### config.mk
export PLATFORM = sky130hd
export DESIGN_NAME = window_watchdog
export DESIGN_NICKNAME = d
export VERILOG_FILES = /design/src/rtl/wwdg_pkg.sv /design/src/rtl/wwdg_prescaler.sv /design/src/rtl/wwdg_counter.sv /design/src/rtl/wwdg_cfg.sv /design/src/rtl/window_watchdog.sv
export SDC_FILE = /design/constraint.sdc
export NUM_CORES = 1
export LEC_CHECK = 0
export BUFFER_PORTS_ARGS = -buffer_cell sky130_fd_sc_hd__buf_2
export CAP_MARGIN = 20
export CORE_ASPECT_RATIO = 0.8
export CORE_MARGIN = 3
export CORE_UTILIZATION = 59
export CTS_CLUSTER_DIAMETER = 80
export DETAILED_ROUTE_END_ITERATION = 6
export GPL_TIMING_DRIVEN = 1
export PLACE_DENSITY = 0.82
export SLEW_MARGIN = 20
export SYNTH_ARGS = -nofsm -noshare
export SYNTH_HDL_FRONTEND = slang
export SYNTH_SLANG_ARGS = --single-unit
### constraint.sdc
create_clock -name clk_i -period 3.1 [get_ports clk_i]
set_input_delay 0 -clock clk_i [delete_from_list [all_inputs] [get_ports clk_i]]
set_output_delay 0 -clock clk_i [all_outputs]
set_load 0.03 [all_outputs]
### src/rtl/wwdg_pkg.sv
package wwdg_pkg;
  localparam int CNT_W    = 7;
  localparam int SEL_W    = 2;
  localparam int ADDR_W   = 2;
  localparam int REG_W    = 10;
  localparam int EN_POS   = 7;
  localparam int PSEL_LSB = 7;
  localparam int IE_POS   = 9;

  localparam logic [ADDR_W-1:0] A_CTRL = 2'd0;
  localparam logic [ADDR_W-1:0] A_CFG  = 2'd1;
  localparam logic [ADDR_W-1:0] A_STAT = 2'd2;

  typedef struct packed {
    logic             ie;
    logic [SEL_W-1:0] psel;
    logic [CNT_W-1:0] win;
  } cfg_t;
endpackage

### src/rtl/wwdg_prescaler.sv
module wwdg_prescaler #(
  parameter int unsigned BASE  = 4096,
  parameter int unsigned SEL_W = 2
) (
  input  logic             clk_i,
  input  logic             rst_ni,
  input  logic [SEL_W-1:0] sel_i,
  input  logic             clear_i,
  output logic             tick_o
);
  localparam int unsigned MAX_DIV = BASE << ((1 << SEL_W) - 1);
  localparam int unsigned DIV_W   = $clog2(MAX_DIV);
  localparam int unsigned LIM_W   = DIV_W + 1;

  logic [DIV_W-1:0] div_q;
  logic [LIM_W-1:0] lim_m1;

  assign lim_m1 = (LIM_W'(BASE) << sel_i) - LIM_W'(1);
  // >= so that a select lowered mid-period still ticks promptly
  assign tick_o = ({1'b0, div_q} >= lim_m1);

  always_ff @(posedge clk_i or negedge rst_ni) begin
    if (!rst_ni)                div_q <= '0;
    else if (clear_i || tick_o) div_q <= '0;
    else                        div_q <= div_q + DIV_W'(1);
  end
endmodule

### src/rtl/wwdg_counter.sv
module wwdg_counter #(
  parameter int CNT_W = 7
) (
  input  logic             clk_i,
  input  logic             rst_ni,
  input  logic             tick_i,
  input  logic             load_i,
  input  logic [CNT_W-1:0] load_val_i,
  input  logic             en_set_i,
  input  logic [CNT_W-1:0] win_i,
  output logic [CNT_W-1:0] cnt_o,
  output logic             en_o,
  output logic             fire_o,
  output logic             reach_o
);
  localparam logic [CNT_W-1:0] HALF = CNT_W'(1) << (CNT_W - 1);

  logic [CNT_W-1:0] cnt_q;
  logic             en_q;
  logic             en_nxt;

  assign en_nxt = en_q | (load_i & en_set_i);

  always_comb begin
    if (load_i)
      fire_o = (en_nxt && (load_val_i < HALF)) || (en_q && (cnt_q > win_i));
    else
      fire_o = tick_i && en_q && (cnt_q == HALF);
  end

  assign reach_o = tick_i && !load_i && (cnt_q == HALF + CNT_W'(1));

  always_ff @(posedge clk_i or negedge rst_ni) begin
    if (!rst_ni) begin
      cnt_q <= '1;
      en_q  <= 1'b0;
    end else begin
      en_q <= en_nxt;
      if (load_i)      cnt_q <= load_val_i;
      else if (tick_i) cnt_q <= cnt_q - CNT_W'(1);
    end
  end

  assign cnt_o = cnt_q;
  assign en_o  = en_q;

  assert_en_sticky_R5: assert property (@(posedge clk_i) disable iff (!rst_ni)
    en_q |=> en_q);
endmodule

### src/rtl/wwdg_cfg.sv
module wwdg_cfg
  import wwdg_pkg::*;
(
  input  logic             clk_i,
  input  logic             rst_ni,
  input  logic             cfg_we_i,
  input  logic [REG_W-1:0] cfg_wdata_i,
  input  logic             stat_we_i,
  input  logic             stat_wbit_i,
  input  logic             reach_i,
  output cfg_t             cfg_o,
  output logic             flag_o
);
  cfg_t cfg_q;
  logic flag_q;

  always_ff @(posedge clk_i or negedge rst_ni) begin
    if (!rst_ni) begin
      cfg_q.win  <= '1;
      cfg_q.psel <= '0;
      cfg_q.ie   <= 1'b0;
    end else if (cfg_we_i) begin
      cfg_q.win  <= cfg_wdata_i[CNT_W-1:0];
      cfg_q.psel <= cfg_wdata_i[PSEL_LSB +: SEL_W];
      cfg_q.ie   <= cfg_q.ie | cfg_wdata_i[IE_POS];
    end
  end

  // hardware set wins over a same-cycle software clear
  always_ff @(posedge clk_i or negedge rst_ni) begin
    if (!rst_ni)                       flag_q <= 1'b0;
    else if (reach_i)                  flag_q <= 1'b1;
    else if (stat_we_i && !stat_wbit_i) flag_q <= 1'b0;
  end

  assign cfg_o  = cfg_q;
  assign flag_o = flag_q;

  assert_ie_sticky_R11: assert property (@(posedge clk_i) disable iff (!rst_ni)
    cfg_q.ie |=> cfg_q.ie);
  assert_flag_hold_R10: assert property (@(posedge clk_i) disable iff (!rst_ni)
    (flag_q && !(stat_we_i && !stat_wbit_i)) |=> flag_q);
endmodule

### src/rtl/window_watchdog.sv
module window_watchdog
  import wwdg_pkg::*;
#(
  parameter int unsigned BASE = 4096
) (
  input  logic              clk_i,
  input  logic              rst_ni,
  input  logic              wr_en_i,
  input  logic [ADDR_W-1:0] wr_addr_i,
  input  logic [REG_W-1:0]  wr_data_i,
  input  logic [ADDR_W-1:0] rd_addr_i,
  output logic [REG_W-1:0]  rd_data_o,
  output logic              sys_rst_req_o,
  output logic              irq_o
);
  localparam logic [CNT_W-1:0] HALF = CNT_W'(1) << (CNT_W - 1);

  logic             ctrl_we, cfg_we, stat_we;
  logic             tick, fire, reach, en, flag, rst_req_q;
  logic [CNT_W-1:0] cnt;
  cfg_t             cfg;

  assign ctrl_we = wr_en_i && (wr_addr_i == A_CTRL);
  assign cfg_we  = wr_en_i && (wr_addr_i == A_CFG);
  assign stat_we = wr_en_i && (wr_addr_i == A_STAT);

  wwdg_prescaler #(.BASE(BASE), .SEL_W(SEL_W)) u_presc (
    .clk_i   (clk_i),
    .rst_ni  (rst_ni),
    .sel_i   (cfg.psel),
    .clear_i (ctrl_we),
    .tick_o  (tick)
  );

  wwdg_counter #(.CNT_W(CNT_W)) u_cnt (
    .clk_i      (clk_i),
    .rst_ni     (rst_ni),
    .tick_i     (tick),
    .load_i     (ctrl_we),
    .load_val_i (wr_data_i[CNT_W-1:0]),
    .en_set_i   (wr_data_i[EN_POS]),
    .win_i      (cfg.win),
    .cnt_o      (cnt),
    .en_o       (en),
    .fire_o     (fire),
    .reach_o    (reach)
  );

  wwdg_cfg u_cfg (
    .clk_i       (clk_i),
    .rst_ni      (rst_ni),
    .cfg_we_i    (cfg_we),
    .cfg_wdata_i (wr_data_i),
    .stat_we_i   (stat_we),
    .stat_wbit_i (wr_data_i[0]),
    .reach_i     (reach),
    .cfg_o       (cfg),
    .flag_o      (flag)
  );

  // request is one cycle wide even if causes arrive back to back
  always_ff @(posedge clk_i or negedge rst_ni) begin
    if (!rst_ni) rst_req_q <= 1'b0;
    else         rst_req_q <= fire && !rst_req_q;
  end

  always_comb begin
    rd_data_o = '0;
    unique case (rd_addr_i)
      A_CTRL:  rd_data_o[EN_POS:0] = {en, cnt};
      A_CFG:   rd_data_o = cfg;
      A_STAT:  rd_data_o[0] = flag;
      default: rd_data_o = '0;
    endcase
  end

  assign sys_rst_req_o = rst_req_q;
  assign irq_o         = flag & cfg.ie;

  assert_pulse_R6: assert property (@(posedge clk_i) disable iff (!rst_ni)
    sys_rst_req_o |=> !sys_rst_req_o);
  assert_quiet_disabled_R4: assert property (@(posedge clk_i) disable iff (!rst_ni)
    (!en && !ctrl_we) |=> !sys_rst_req_o);
  assert_flag_at_half_R10: assert property (@(posedge clk_i) disable iff (!rst_ni)
    $rose(flag) |-> (cnt == HALF));
  assert_irq_gate_R11: assert property (@(posedge clk_i) disable iff (!rst_ni)
    irq_o |-> (flag && cfg.ie));
endmodule

# Word level (Yosys, flattened, before mapping)
# Cells that the tools add are included.
totals:
  reg_bits: 35
  input_bits: 17
  out_inout_bits: 12
  elab_cells: 54
classes:
  n_addsub: 3
  n_lt_le_gt_ge: 3
  eq_ne: 6
  n_shift: 1
  mux: 9
  bitwise_logic: 4
  n_reduce_logical: 20
op_table:
  columns: ["cell", "n"]
  rows:
  - [">= comparator 15 x 16 -> 1 bit", 1]
  - ["<< shifter 13 x 2 -> 16 bit (first input constant)", 1]
  - ["subtractor 16 x 1 -> 16 bit (second input constant)", 1]
  - ["adder 15 x 1 -> 15 bit (second input constant)", 1]
  - ["two-way mux 15 bit", 1]
  - ["== test 7 bit (second input constant)", 2]
  - ["two-way mux 7 bit", 2]
  - ["case mux 7 bit (2 select lines)", 1]
  - ["logical AND 1 bit", 11]
  - ["greater-than comparator 7 bit", 1]
  - ["< comparator 7 bit (second input constant)", 1]
  - ["subtractor 7 x 1 -> 7 bit (second input constant)", 1]
  - ["== test 2 x 1 -> 1 bit (second input constant)", 2]
  - ["== test 2 bit (second input constant)", 2]
  - ["zero test 2 bit", 2]
  - ["nonzero test 2 bit", 2]
  - ["zero test 1 bit", 3]
  - ["two-way mux 1 bit", 3]
  - ["case mux 1 bit (3 select lines)", 1]
  - ["bitwise AND 1 bit", 2]
  - ["logical OR 1 bit", 2]
  - ["two-way mux 2 bit", 1]
  - ["bitwise OR 1 bit", 2]

# Depth between registers and ports, before layout
depth:
  depth_word: 8
  mapped_depth: 8
  ltp_nobuf: 7

# Hierarchy
# From an unflattened synthesis, not the netlist that was laid out.
hier_totals:
  hier_cells: 205
  hier_area_um2: 2123.3
by_module_without_submodules:
  columns: ["module", "instances", "cells_per_inst", "area_per_inst_um2", "seq_area_each_um2"]
  rows:
  - ["wwdg_prescaler", 1, 80, 788.3, 375.4]
  - ["wwdg_counter", 1, 73, 665.6, 209.0]
  - ["wwdg_cfg", 1, 24, 452.9, 284.0]
  - ["window_watchdog", 1, 28, 216.5, 25.0]

# Worst setup path before layout
# OpenSTA, ideal clock, no wires.
synth_path:
  path_kind: "reg-to-reg"
  startpoint: "register u_presc.div_q[13]"
  endpoint: "register u_cnt.cnt_q[1] (netlist: u_cnt.cnt_o[1])"
  setup_ns: 0.073
  arrival_time_ns: 1.737
  t_required_ns: 3.027
  path_slack_ns: 1.290
  stages_incl_launch_ff: 7
  n_path_buf: 0
  synth_period_minus_slack_ns: 1.810
  path_cell_list: "dfrtp_1 > ha_1 > a21o_1 > a21o_1 > nor2_2 > mux2_2 > a21oi_1"
synth_between:
  elab_chain_cells: 2
synth_rtl:
  columns: ["element", "line_no", "source"]
  rows:
  - ["start: declaration", "wwdg_prescaler.sv:15", "logic [DIV_W-1:0] div_q;"]
  - ["start signal: assignment", "wwdg_prescaler.sv:25", "else div_q <= div_q + DIV_W'(1);"]
  - [">= comparator 15 x 16 -> 1 bit", "wwdg_prescaler.sv:20", "assign tick_o = ({1'b0, div_q} >= lim_m1);"]
  - ["nonzero test 2 bit (no source line)", null, null]
  - ["end signal: assignment", "wwdg_counter.sv:39", "if (load_i) cnt_q <= load_val_i;"]
  - ["end signal: assignment", "wwdg_counter.sv:40", "else if (tick_i) cnt_q <= cnt_q - CNT_W'(1);"]
  - ["end: declaration", "wwdg_counter.sv:18", "logic [CNT_W-1:0] cnt_q;"]
# Every way passes these cells.
# A chain may end at the register's enable or synchronous reset.

# Worst setup path after layout
layout_path:
  startpoint: "register u_cfg.cfg_q, in the netlist u_cfg.cfg_o[8]"
  endpoint: "register u_presc.div_q[3]"
layout_between:
  elab_chain_cells: 5
layout_rtl:
  columns: ["element", "line_no", "source"]
  rows:
  - ["start: declaration", "wwdg_cfg.sv:14", "cfg_t cfg_q;"]
  - ["<< shifter 13 x 2 -> 16 bit", "wwdg_prescaler.sv:18", "assign lim_m1 = (LIM_W'(BASE) << sel_i) - LIM_W'(1);"]
  - ["subtractor 16 x 1 -> 16 bit", "wwdg_prescaler.sv:18", null]
  - [">= comparator 15 x 16 -> 1 bit", "wwdg_prescaler.sv:20", null]
  - ["logical OR 1 bit", "wwdg_prescaler.sv:24", "else if (clear_i || tick_o) div_q <= '0;"]
  - ["two-way mux 15 bit", "wwdg_prescaler.sv:24", null]
# Every way passes these cells.

==> flow_metrics.env <==
export IMPL_outcome="finished, final reports clean"
export IMPL_cts_resized=0
export IMPL_synth_top_family_by_area="simple AND/OR/NAND/NOR gates"
export IMPL_core_sq_um=3198
export IMPL_ant_nets=0
export IMPL_place_hpwl_microns=3018
export IMPL_fp_row_count=18
export IMPL_cp_max_fo=14
export IMPL_io_pins=29
export IMPL_ys_seq_elements=35
export IMPL_die_y_microns=58.67
export IMPL_antenna_found_initial=0
export IMPL_clk_path_buf_depth=2
export IMPL_min_period_ps=2037
export IMPL_post_cts_setup_buffer_count=0
export IMPL_grt_max_degree=36
export IMPL_wl_met1_microns=2162
export IMPL_period_share_pct=65.69
export IMPL_routed_wl_microns=4239
export IMPL_yosysSeqAreaShare_pct=43.67
export IMPL_setup_viol=0
export IMPL_cts_htree_levels=2
export IMPL_hold_path_class="in -> reg"
export IMPL_syn_avg_cell_area_sq_um=9.835
export IMPL_power_frac_clock_pct=31.2
export IMPL_drc=0
export IMPL_wl_per_cell_microns=14.67
export IMPL_finClkSkew_ps=6.499
export IMPL_syn_nets=238
export IMPL_vdd_drop_max_mv=0.4605
export IMPL_cts_hold_buf=11
export IMPL_rsz0062_at_grt="no"
export IMPL_root_buffer="clkbuf_8"
export IMPL_grt_pass1_vias=1458
export IMPL_synth_xor_area_share_pct=7.706
export IMPL_cts_tree="done"
export IMPL_max_clock_freq_mhz=491.0
export IMPL_fin_nets=278
export IMPL_synth_compound_area_share_pct=7.278
export IMPL_regArea_sq_um=893.4
export IMPL_multi_input_area_sq_um=1091
export IMPL_layout_drive_gt1_share_pct=26.51
export IMPL_vias=1581
export IMPL_start_util_pct=63.97
export IMPL_crit_start="u_cfg.cfg_o[8]"
export IMPL_setup_worst_path_end="u_presc.div_q[3]"
export IMPL_critPathArrivalTime_ps=2250
export IMPL_crit_required_ps=3310
export IMPL_comb_power_share_pct=22.7
export IMPL_rr_worst_depth=7
export IMPL_switchingPower_mw=0.4069
export IMPL_internal_power_mw=0.9509
export IMPL_switching_share_pct=29.97
export IMPL_grt_remaining_overflow=0
export IMPL_path_clk_slew_ps=70
export IMPL_r2r_slack_ps=1060
export IMPL_io_buffers=28
export IMPL_r2r_start="u_cfg.cfg_o[8]"
export IMPL_synthMuxAreaShare_pct=9.419
export IMPL_powerDensity_nw_per_um2=556.5
export IMPL_synth_simple_gate_area_share_pct=20.98
export IMPL_start_kind="flop"
export IMPL_insertedDiodeCount=0
export IMPL_gp_congestion=0.8621
export IMPL_met2_length_microns=1795
export IMPL_critPathCaptureType="flop"
export IMPL_num_fill_cells=235
export IMPL_r2r_end="u_presc.div_q[3]"
export IMPL_drv_slew=0
export IMPL_seqPwrFrac_pct=46.0
export IMPL_syn_to_final_growth_pct=19.27
export IMPL_fp_dieW_microns=71.84
export IMPL_vias_per_cell=5.471
export IMPL_top_layer="met4"
export IMPL_drt_pass1_iter_count=4
export IMPL_maxCapViolCount=0
export IMPL_crit_type="reg -> reg"
export IMPL_hold_viol=0
export IMPL_tightest_slew_ps=751.2
export IMPL_numClockSinks=35
export IMPL_maxSlewHeadroom_pct=49.92
export IMPL_leakage_nw=1.183
export IMPL_wl_met3_microns=244
export IMPL_syn_area_sq_um=2046
export IMPL_ys_types=37
export IMPL_yosysWarnings=0
export IMPL_final_cell_mix="33 x nor2_1, 28 x buf_2, 21 x dfrtp_1"
export IMPL_fin_tns_setup_ps=0
export IMPL_drt_iter0_drc=129
export IMPL_synthAdderAreaFrac_pct=7.951
export IMPL_final_cells=289
export IMPL_syn_inst=208
export IMPL_track_usage_pct=22.07
export IMPL_cts_buffers=5
export IMPL_final_common_cell="nor2_1"
export IMPL_dp_cells=270
export IMPL_grt_pass1_wl_microns=7038
export IMPL_clk_latency_ps=290
export IMPL_die_area_sq_um=4214
[routing by layer]
layer  global-route usage (%)  vias up
li1                         -      801
met5                        0        -
met3                    5.119        5
met2                    31.28       45
met4                    6.434        0
met1                    33.63      730
[cells by family after synthesis]
group,after synthesis
xor+xnor,18
flops,35
simple gates,83
fa+ha+maj,13
mux,18
buf+inv,16
compound gates,25
[power groups by stage]
stage / Clock [mW] / Combinational, mW / Sequential, mW
floorplan: 0 / 0.222 / 0.612
global placement: 0 / 0.288 / 0.629
detailed placement: 0 / 0.296 / 0.633
CTS: 0.431 / 0.309 / 0.624
global route: 0.457 / 0.345 / 0.637
finish: 0.424 / 0.309 / 0.625
[sequential cells by signal, summed over array words and instances, names as in the netlist]
| register | count |
|---|---|
| sys_rst_req_o | 1 |
| u_cfg.flag_o | 1 |
| u_cfg.cfg_o | 10 |
| u_cnt.cnt_o | 7 |
| u_cnt.en_o | 1 |
| u_presc.div_q | 15 |
[metrics by stage]
| step | power, mW | worst slack (ps) | area (sq um) | utilization, % | hold slack (ps) |
|---|---|---|---|---|---|
| floorplan | 0.8341 | 1290 | 2046 | - | -295.6 |
| global placement | 0.9174 | 1165 | 2212 | 69.17 | 111.3 |
| detailed placement | 0.9296 | 1081 | 2212 | 69.17 | 113.1 |
| CTS | 1.364 | 1060 | 2440 | 76.29 | 8.487 |
| global route | 1.439 | 918.6 | 2440 | 76.29 | 60.03 |
| finish | 1.358 | 1063 | 2440 | 76.29 | 10.12 |
[critical path, cell delays in order (launching register included)]
cell and delay, ps:
dfrtp_1 410, inv_1 60, ha_1 280, a21o_1 150
a21o_1 210, nor2_2 270, nand2_1 360, nor2_1 200
[worst min path at each step]
stage                       startpoint                to  slack (ps)  cells past startpoint
after floorplan                 rst_ni     sys_rst_req_o        -300                      0
after global placement          rst_ni  u_presc.div_q[9]         110                      1
after detailed placement        rst_ni  u_presc.div_q[8]         110                      1
after CTS                 wr_addr_i[0]      u_cfg.flag_o           8                      3
after global routing      wr_addr_i[0]      u_cfg.flag_o          60                      3
final                     wr_addr_i[0]      u_cfg.flag_o          10                      3
[synthesized netlist by cell type]
master	instances	area [sq um]
nor2_1	33	123.9
dfrtp_1	21	525.5
dfstp_2	14	367.9
ha_1	13	162.7
xor2_1	13	113.9
nand2_1	12	45.04
inv_1	10	37.54
mux2_2	10	112.6
nand3_1	9	45.04
mux2i_1	8	80.08
o21ai_0	8	40.04
a21oi_1	7	35.03
clkbuf_1	5	18.77
nand4_1	5	31.28
xnor2_1	5	43.79
and3_1	4	25.02
o211ai_1	4	30.03
a21o_1	3	22.52
and2_1	3	18.77
nand3b_1	2	15.01
nor2b_1	2	12.51
nor3_1	2	10.01
a31oi_1	1	6.260
and3_2	1	7.510
and4_2	1	10.01
buf_2	1	5.000
nand4_2	1	12.51
nor2_2	1	6.260
nor3b_1	1	7.510
nor4_1	1	6.260
nor4_4	1	21.27
nor4b_1	1	8.760
o21bai_1	1	7.510
o31ai_1	1	7.510
or3_1	1	6.260
or3b_2	1	8.760
or4_1	1	7.510
[layout make-up]
class                      count  share of cell area [%]
multi-input combinational    157                   44.72
sequential                    35                   36.62
timing repair buffer          39                   10.26
clock buffer                   6                   3.385
tap                           40                   2.051
inverter                      10                   1.538
clock inverter                 2                   1.436
Note: power is estimated with default switching activity, not from simulation.
